## config.mk

```make
export PLATFORM = sky130hd
export DESIGN_NAME = sinc3_stagger_bank
export DESIGN_NICKNAME = d
export VERILOG_FILES = /design/src/rtl/sinc3_stagger_bank.sv
export SDC_FILE = /design/constraint.sdc
export NUM_CORES = 1
export LEC_CHECK = 0
export ABC_CLOCK_PERIOD_IN_PS = 8200
export BUFFER_PORTS_ARGS = -buffer_cell sky130_fd_sc_hd__buf_4
export CAP_MARGIN = 20
export CORE_MARGIN = 2
export CORE_UTILIZATION = 62
export DETAILED_ROUTE_END_ITERATION = 7
export GPL_ROUTABILITY_DRIVEN = 0
export PLACE_DENSITY = 0.9
export REMOVE_ABC_BUFFERS = 1
export SLEW_MARGIN = 20
export SYNTH_ARGS = -nofsm -noshare
export SYNTH_HDL_FRONTEND = slang
export SYNTH_SLANG_ARGS = --single-unit
```

## constraint.sdc

```tcl
create_clock -name clk -period 8.2 [get_ports clk]
set_clock_uncertainty 0.15 [all_clocks]
set_input_delay 1.64 -clock clk [delete_from_list [all_inputs] [get_ports clk]]
set_output_delay 1.64 -clock clk [all_outputs]
set_load 0.005 [all_outputs]
```

## src/rtl/sinc3_stagger_bank.sv

```systemverilog
module sinc3_stagger_bank #(
  parameter int DEC      = 256,
  parameter int NUM_FILT = 4,
  parameter int OUT_W    = 16
) (
  input  logic             clk,
  input  logic             rst_n,
  input  logic             bit_in,
  output logic [OUT_W-1:0] code_o,
  output logic             valid_o
);
  localparam int LG    = $clog2(DEC);
  localparam int ACC_W = 3 * LG + 1;
  localparam int STEP  = DEC / NUM_FILT;

  logic [LG-1:0]    cnt;
  logic [ACC_W-1:0] s1, s2, s3;

  always_ff @(posedge clk) begin
    if (!rst_n) begin
      cnt <= '0;
      s1  <= '0;
      s2  <= '0;
      s3  <= '0;
    end else begin
      cnt <= cnt + 1'b1;
      s1  <= s1 + {{(ACC_W-1){1'b0}}, bit_in};
      s2  <= s2 + s1;
      s3  <= s3 + s2;
    end
  end

  logic [ACC_W-1:0]    res [NUM_FILT];
  logic [NUM_FILT-1:0] hit, ready;

  for (genvar k = 0; k < NUM_FILT; k++) begin : g_phase
    logic [ACC_W-1:0] z1, z2, z3, d1, d2;
    logic [1:0]       ndump;

    assign hit[k]   = (cnt == LG'(k * STEP));
    assign d1       = s3 - z1;
    assign d2       = d1 - z2;
    assign res[k]   = d2 - z3;
    assign ready[k] = hit[k] && (ndump == 2'd3);

    always_ff @(posedge clk) begin
      if (!rst_n) begin
        z1    <= '0;
        z2    <= '0;
        z3    <= '0;
        ndump <= '0;
      end else if (hit[k]) begin
        z1 <= s3;
        z2 <= d1;
        z3 <= d2;
        if (ndump != 2'd3) ndump <= ndump + 2'd1;
      end
    end
  end

  logic [ACC_W-1:0] sel;
  always_comb begin
    sel = '0;
    for (int k = 0; k < NUM_FILT; k++)
      if (hit[k]) sel = res[k];
  end

  wire [OUT_W-1:0] sat_code = sel[ACC_W-1] ? {OUT_W{1'b1}} : sel[ACC_W-2 -: OUT_W];

  always_ff @(posedge clk) begin
    if (!rst_n) begin
      code_o  <= '0;
      valid_o <= 1'b0;
    end else begin
      valid_o <= |ready;
      if (|ready) code_o <= sat_code;
    end
  end
endmodule

```

* Yosys cells after proc, flatten, opt, wreduce, memory -nomap -nowiden
Cells that the tools add are included.
** Word-level totals
- Register bits :: 408
- Output and inout bits :: 17
** Cells by class
- Add/subtract/negate cells :: 20
- Eq/ne operators :: 11
- Muxes and demuxes :: 5
- Reductions and logical operators :: 10
** Operators by type and width (number)
- 25-bit subtractor :: 12
- 25-bit two-way mux :: 4
- 25-bit adder :: 2
- 25-bit by 1-bit adder with 25-bit output :: 1
- 8-bit == test (second input constant) :: 2
- 16-bit two-way mux :: 1
- 2-bit by 1-bit adder with 2-bit output (second input constant) :: 4
- 8-bit by 1-bit adder with 8-bit output (second input constant) :: 1
- 2-bit == test (second input constant) :: 4
- 8-bit by 7-bit == test with 1-bit output (second input constant) :: 1
- 8-bit zero test :: 1
- 2-bit != test (second input constant) :: 4
- 2-bit AND reduction :: 4
- 1-bit logical AND :: 4
- 4-bit OR reduction :: 1

* Depth between registers and ports, before layout
- Depth after elaboration :: 8
- Depth in mapped cells :: 34

* Least setup slack after synthesis
No wires, ideal clock.
- Path type :: reg2reg
- Start :: reg s3[1]
- End :: reg code_o[11]
- Setup time :: 0.119 ns
- Data arrival time :: 6.420 ns
- Required time :: 7.931 ns
- Setup slack :: 1.511 ns
- Cell stages (with the launch flop) :: 32
- Buffers on the path :: 1
- Period minus slack after synthesis :: 6.689 ns
- Cell sequence :: dfxtp_1 -> ha_1 -> nor2b_1 -> o21ai_0 -> a21boi_1 -> o21ai_0 -> a21boi_0 -> o21ai_0 -> a21oi_1 -> o41ai_2 -> a31o_2 -> xnor2_1 -> ha_1 -> inv_1 -> o21bai_1 -> a21o_1 -> a41oi_1 -> nor2b_1 -> o41ai_1 -> o21bai_1 -> xor2_1 -> ha_1 -> nand3_1 -> nor2_1 -> a221o_1 -> a21o_1 -> a21oi_1 -> xnor2_1 -> xnor2_2 -> o2111ai_4 -> buf_6 -> o221a_2
** RTL lines
- start, declared :: RTL line 17 : logic [ACC_W-1:0] s1, s2, s3;
- start signal, assigned :: RTL line 29 : s3 <= s3 + s2;
- 25-bit subtractor :: RTL line 41 : assign d1 = s3 - z1;
- via g_phase[1].d1[15] :: RTL line 37 : logic [ACC_W-1:0] z1, z2, z3, d1, d2;
- 25-bit subtractor :: RTL line 42 : assign d2 = d1 - z2;
- via g_phase[1].d2[21] :: RTL line 37
- 25-bit subtractor :: RTL line 43 : assign res[k] = d2 - z3;
- 25-bit two-way mux (3 in series) :: RTL line 65 : if (hit[k]) sel = res[k];
- 16-bit two-way mux :: RTL line 68 : wire [OUT_W-1:0] sat_code = sel[ACC_W-1] ? {OUT_W{1'b1}} : sel[ACC_W-2 -: OUT_W];
- end signal, assigned :: RTL line 76 : if (|ready) code_o <= sat_code;
- end, declared :: RTL line 9 : output logic [OUT_W-1:0] code_o,
The timed path passes the listed nets, and every way through them passes these cells.
A chain may end at the register's enable or synchronous reset.

* Worst setup path in the final report
- Start :: reg s3[0]
- End :: reg code_o[10]
** RTL lines (RTL line)
- 25-bit subtractor :: 41
- via g_phase[2].d1[14] :: 37
- 25-bit subtractor :: 42
- via g_phase[2].d2[17] :: 37
- 25-bit subtractor :: 43
- 25-bit two-way mux (2 in series) :: 65
- 16-bit two-way mux :: 68
The timed path passes the listed nets, and every way through them passes these cells.

==> results_dict.tcl <==
set metrics [dict create \
    wire_per_inst_um 15.9 \
    p_sw_mw 6.08 \
    drc_errors 0 \
    crit_fanout 16 \
    cts_made_buffers 45 \
    dieArea_um2 48400 \
    seq_power_share_pct 16.1 \
    worstSetupStartpointType "register" \
    setup_violations 0 \
    antenna_found_initial 0 \
    synth_compound_area_share_pct 21.8 \
    yosys.area_share.simple_pct 18.7 \
    clock-sinks 408 \
    status "completed" \
    final_cell_mix "nand2_1, a21oi_1, dfxtp_1" \
    dpl_cell_area_um2 29500 \
    layout.nets 4084 \
    ant_nets 0 \
    viasPerCell 5.89 \
    clk_pin_slew_ns 0.06 \
    slowest_stage "nor4b_1" \
    grt_pass1_wl_um 115000 \
    powerDensity_nw_per_um2 423 \
    post-route-period-util_pct 92.9 \
    initial_utilization_pct 62.5 \
    async_flop_share_pct 0 \
    worstPathRequired_ns 8.53 \
    synth_fa_ha_area_share_pct 15.4 \
    p_leak_nw 12.5 \
    dr.pass1.iters 6 \
    grt_max_degree 155 \
    yosysSeqAreaShare_pct 28.3 \
    grtUsageTotal_pct 28.5 \
    slew_violations 0 \
    holdCritPathClass "register to register" \
    vias 25700 \
    end_kind "register" \
    criticalPathCategory "register to register" \
    pwr-share-comb_pct 68.0 \
    netlist_area_um2 28900 \
    tightest_slew_ns 0.991 \
    cts_max_level 2 \
    insertion_delay_ns 0.60 \
    fin_ws_ns 0.579 \
    hold_violations 0 \
    slowest_delay_ns 0.58 \
    synthFlopType "dfxtp_1" \
    critPathBufInv 2 \
    port_buffers 19 \
    period_minus_slack_ns 7.62 \
    final_layout_size_suffix_gt1_share_pct 4.78 \
    grt_overflow 0 \
    avgSynthCellArea_um2 7.66 \
    cp.arrival_ns 7.95 \
    areaGrowthSynthToFinish_pct 7.31 \
    ir_drop_uv 370 \
    synth_top_family_by_area "compound AO/OA/AOI/OAI gates" \
    place_ws_ns 0.934 \
    ys_types 83 \
    cts_root_buf "clkbuf_16" \
    cts_setup_buffers 0 \
    dp_cells 4291 \
    relSlewSlack_pct 33.6 \
    tritoncts "built" \
    yosys-mux-area-fraction_pct 0.433 \
    synth.top_cells.by_area "dfxtp_1, ha_1, nand2_1" \
    cpLargestDelayFamily "compound AO/OA/AOI/OAI gates" \
    place_hpwl_um 48300 \
    ys_ff_latch 408 \
    synth-edff-count 0 \
    mostFrequentLayoutCell "nand2_1" \
    fmax_ghz 0.131 \
    syn_inst 3776 \
    clockBufferDepth 3 \
    cts_resized 0 \
    rows 79 \
    ioPinCount 20 \
    sw_frac_of_total_pct 46.3 \
    synth.yosys.warnings 0 \
    synthXorXnorAreaFrac_pct 9.18 \
    yosysTopAreaCellShare_pct 28.3 \
    core_um2 46300 \
    intPower_mw 7.04 \
    drtIter0Drc 2202 \
    tns_ns 0 \
    clkPwrFrac_pct 15.9 \
    routed_wl_um 69400 \
    grt_pass1_vias 24600 \
    rsz0062_at_grt "false" \
    fin_cells 4373 \
    stdcell_area_um2 31000 \
    hold_buffers 0 \
    synth_area_leader_cell "dfxtp_1" \
    cap_viol_max_count 0 \
    die_y_um 220 \
    die_x_um 220 \
]
-- path summary, 6_finish.rpt --
kind | to | from | depth (start not counted) | slack [ns]
worst min-delay path | g_phase[1].z3[1] | g_phase[1].z3[1] | 2 | 0.30
worst max register to register | code_o[10] | s3[0] | 28 | 0.58
worst max-delay path | code_o[10] | s3[0] | 28 | 0.58
worst min register to register | g_phase[1].z3[1] | g_phase[1].z3[1] | 2 | 0.30
-- cell families (layout without fill, tap and decap cells) --
kind of cell,Yosys count,in the layout
simple gates,1236,1236
compound gates,994,994
buf+inv,479,468
flops,408,408
fa+ha+maj,350,350
xor+xnor,299,299
mux,10,10
other cells,0,1
-- flip-flops by register name, summed over array words and instances, names as in the netlist --
signal,count
s2,25
cnt,8
code_o,16
g_phase.z3,100
valid_o,1
g_phase.ndump,8
g_phase.z1,100
g_phase.z2,100
s3,25
s1,25
-- tightest hold or removal path: stages, from the launching register on --
cell and delay (ns):
dfxtp_1 0.30, nand2_1 0.05, a21oi_1 0.05
-- synth_stat cells (30+ instances only) --
master	number
a211oi_1	59
a21o_1	106
a21oi_1	441
and2_1	31
and3_1	35
clkbuf_1	117
dfxtp_1	408
ha_1	340
inv_1	350
nand2_1	626
nand3_1	45
nor2_1	275
nor2b_1	39
nor3_1	62
o21a_1	41
o21ai_0	127
or3_1	30
xnor2_1	185
xor2_1	110
-- power groups by stage --
| stage | Combinational [mW] | Sequential (mW) | Clock, mW |
|---|---|---|---|
| finish | 8.92 | 2.12 | 2.09 |
| global route | 9.72 | 2.12 | 2.19 |
| CTS | 8.72 | 2.11 | 2.11 |
| detailed placement | 8.58 | 2.16 | 0 |
| global placement | 8.36 | 2.15 | 0 |
| floorplan | 6.71 | 2.15 | 0 |
-- routing by layer --
layer / global-route usage [%] / part of all wire (%)
met2: 50.5 / 48
met1: 34.4 / 42
met5: 0 / 0
met4: 11.7 / 3.7
met3: 4.36 / 6.6
-- area by class of cell --
class | count | area, um2
multi-input combinational | 2889 | 19000
fill | 3681 | 15200
sequential | 408 | 8170
clock buffer | 68 | 1360
antenna | 1 | 2.50
inverter | 351 | 1330
tap | 607 | 759
timing repair buffer | 36 | 270
clock inverter | 13 | 146
-- per-stage QoR --
stage	hold slack, ns	total power [mW]	util [%]
finish	0.300	13.1	67.1
detailed placement	0.296	10.7	63.8
global placement	0.288	10.5	63.8
CTS	0.304	12.9	67.1
floorplan	0.276	8.86	-
global route	0.318	14.0	67.1
Power figures use the tool's default switching activity.
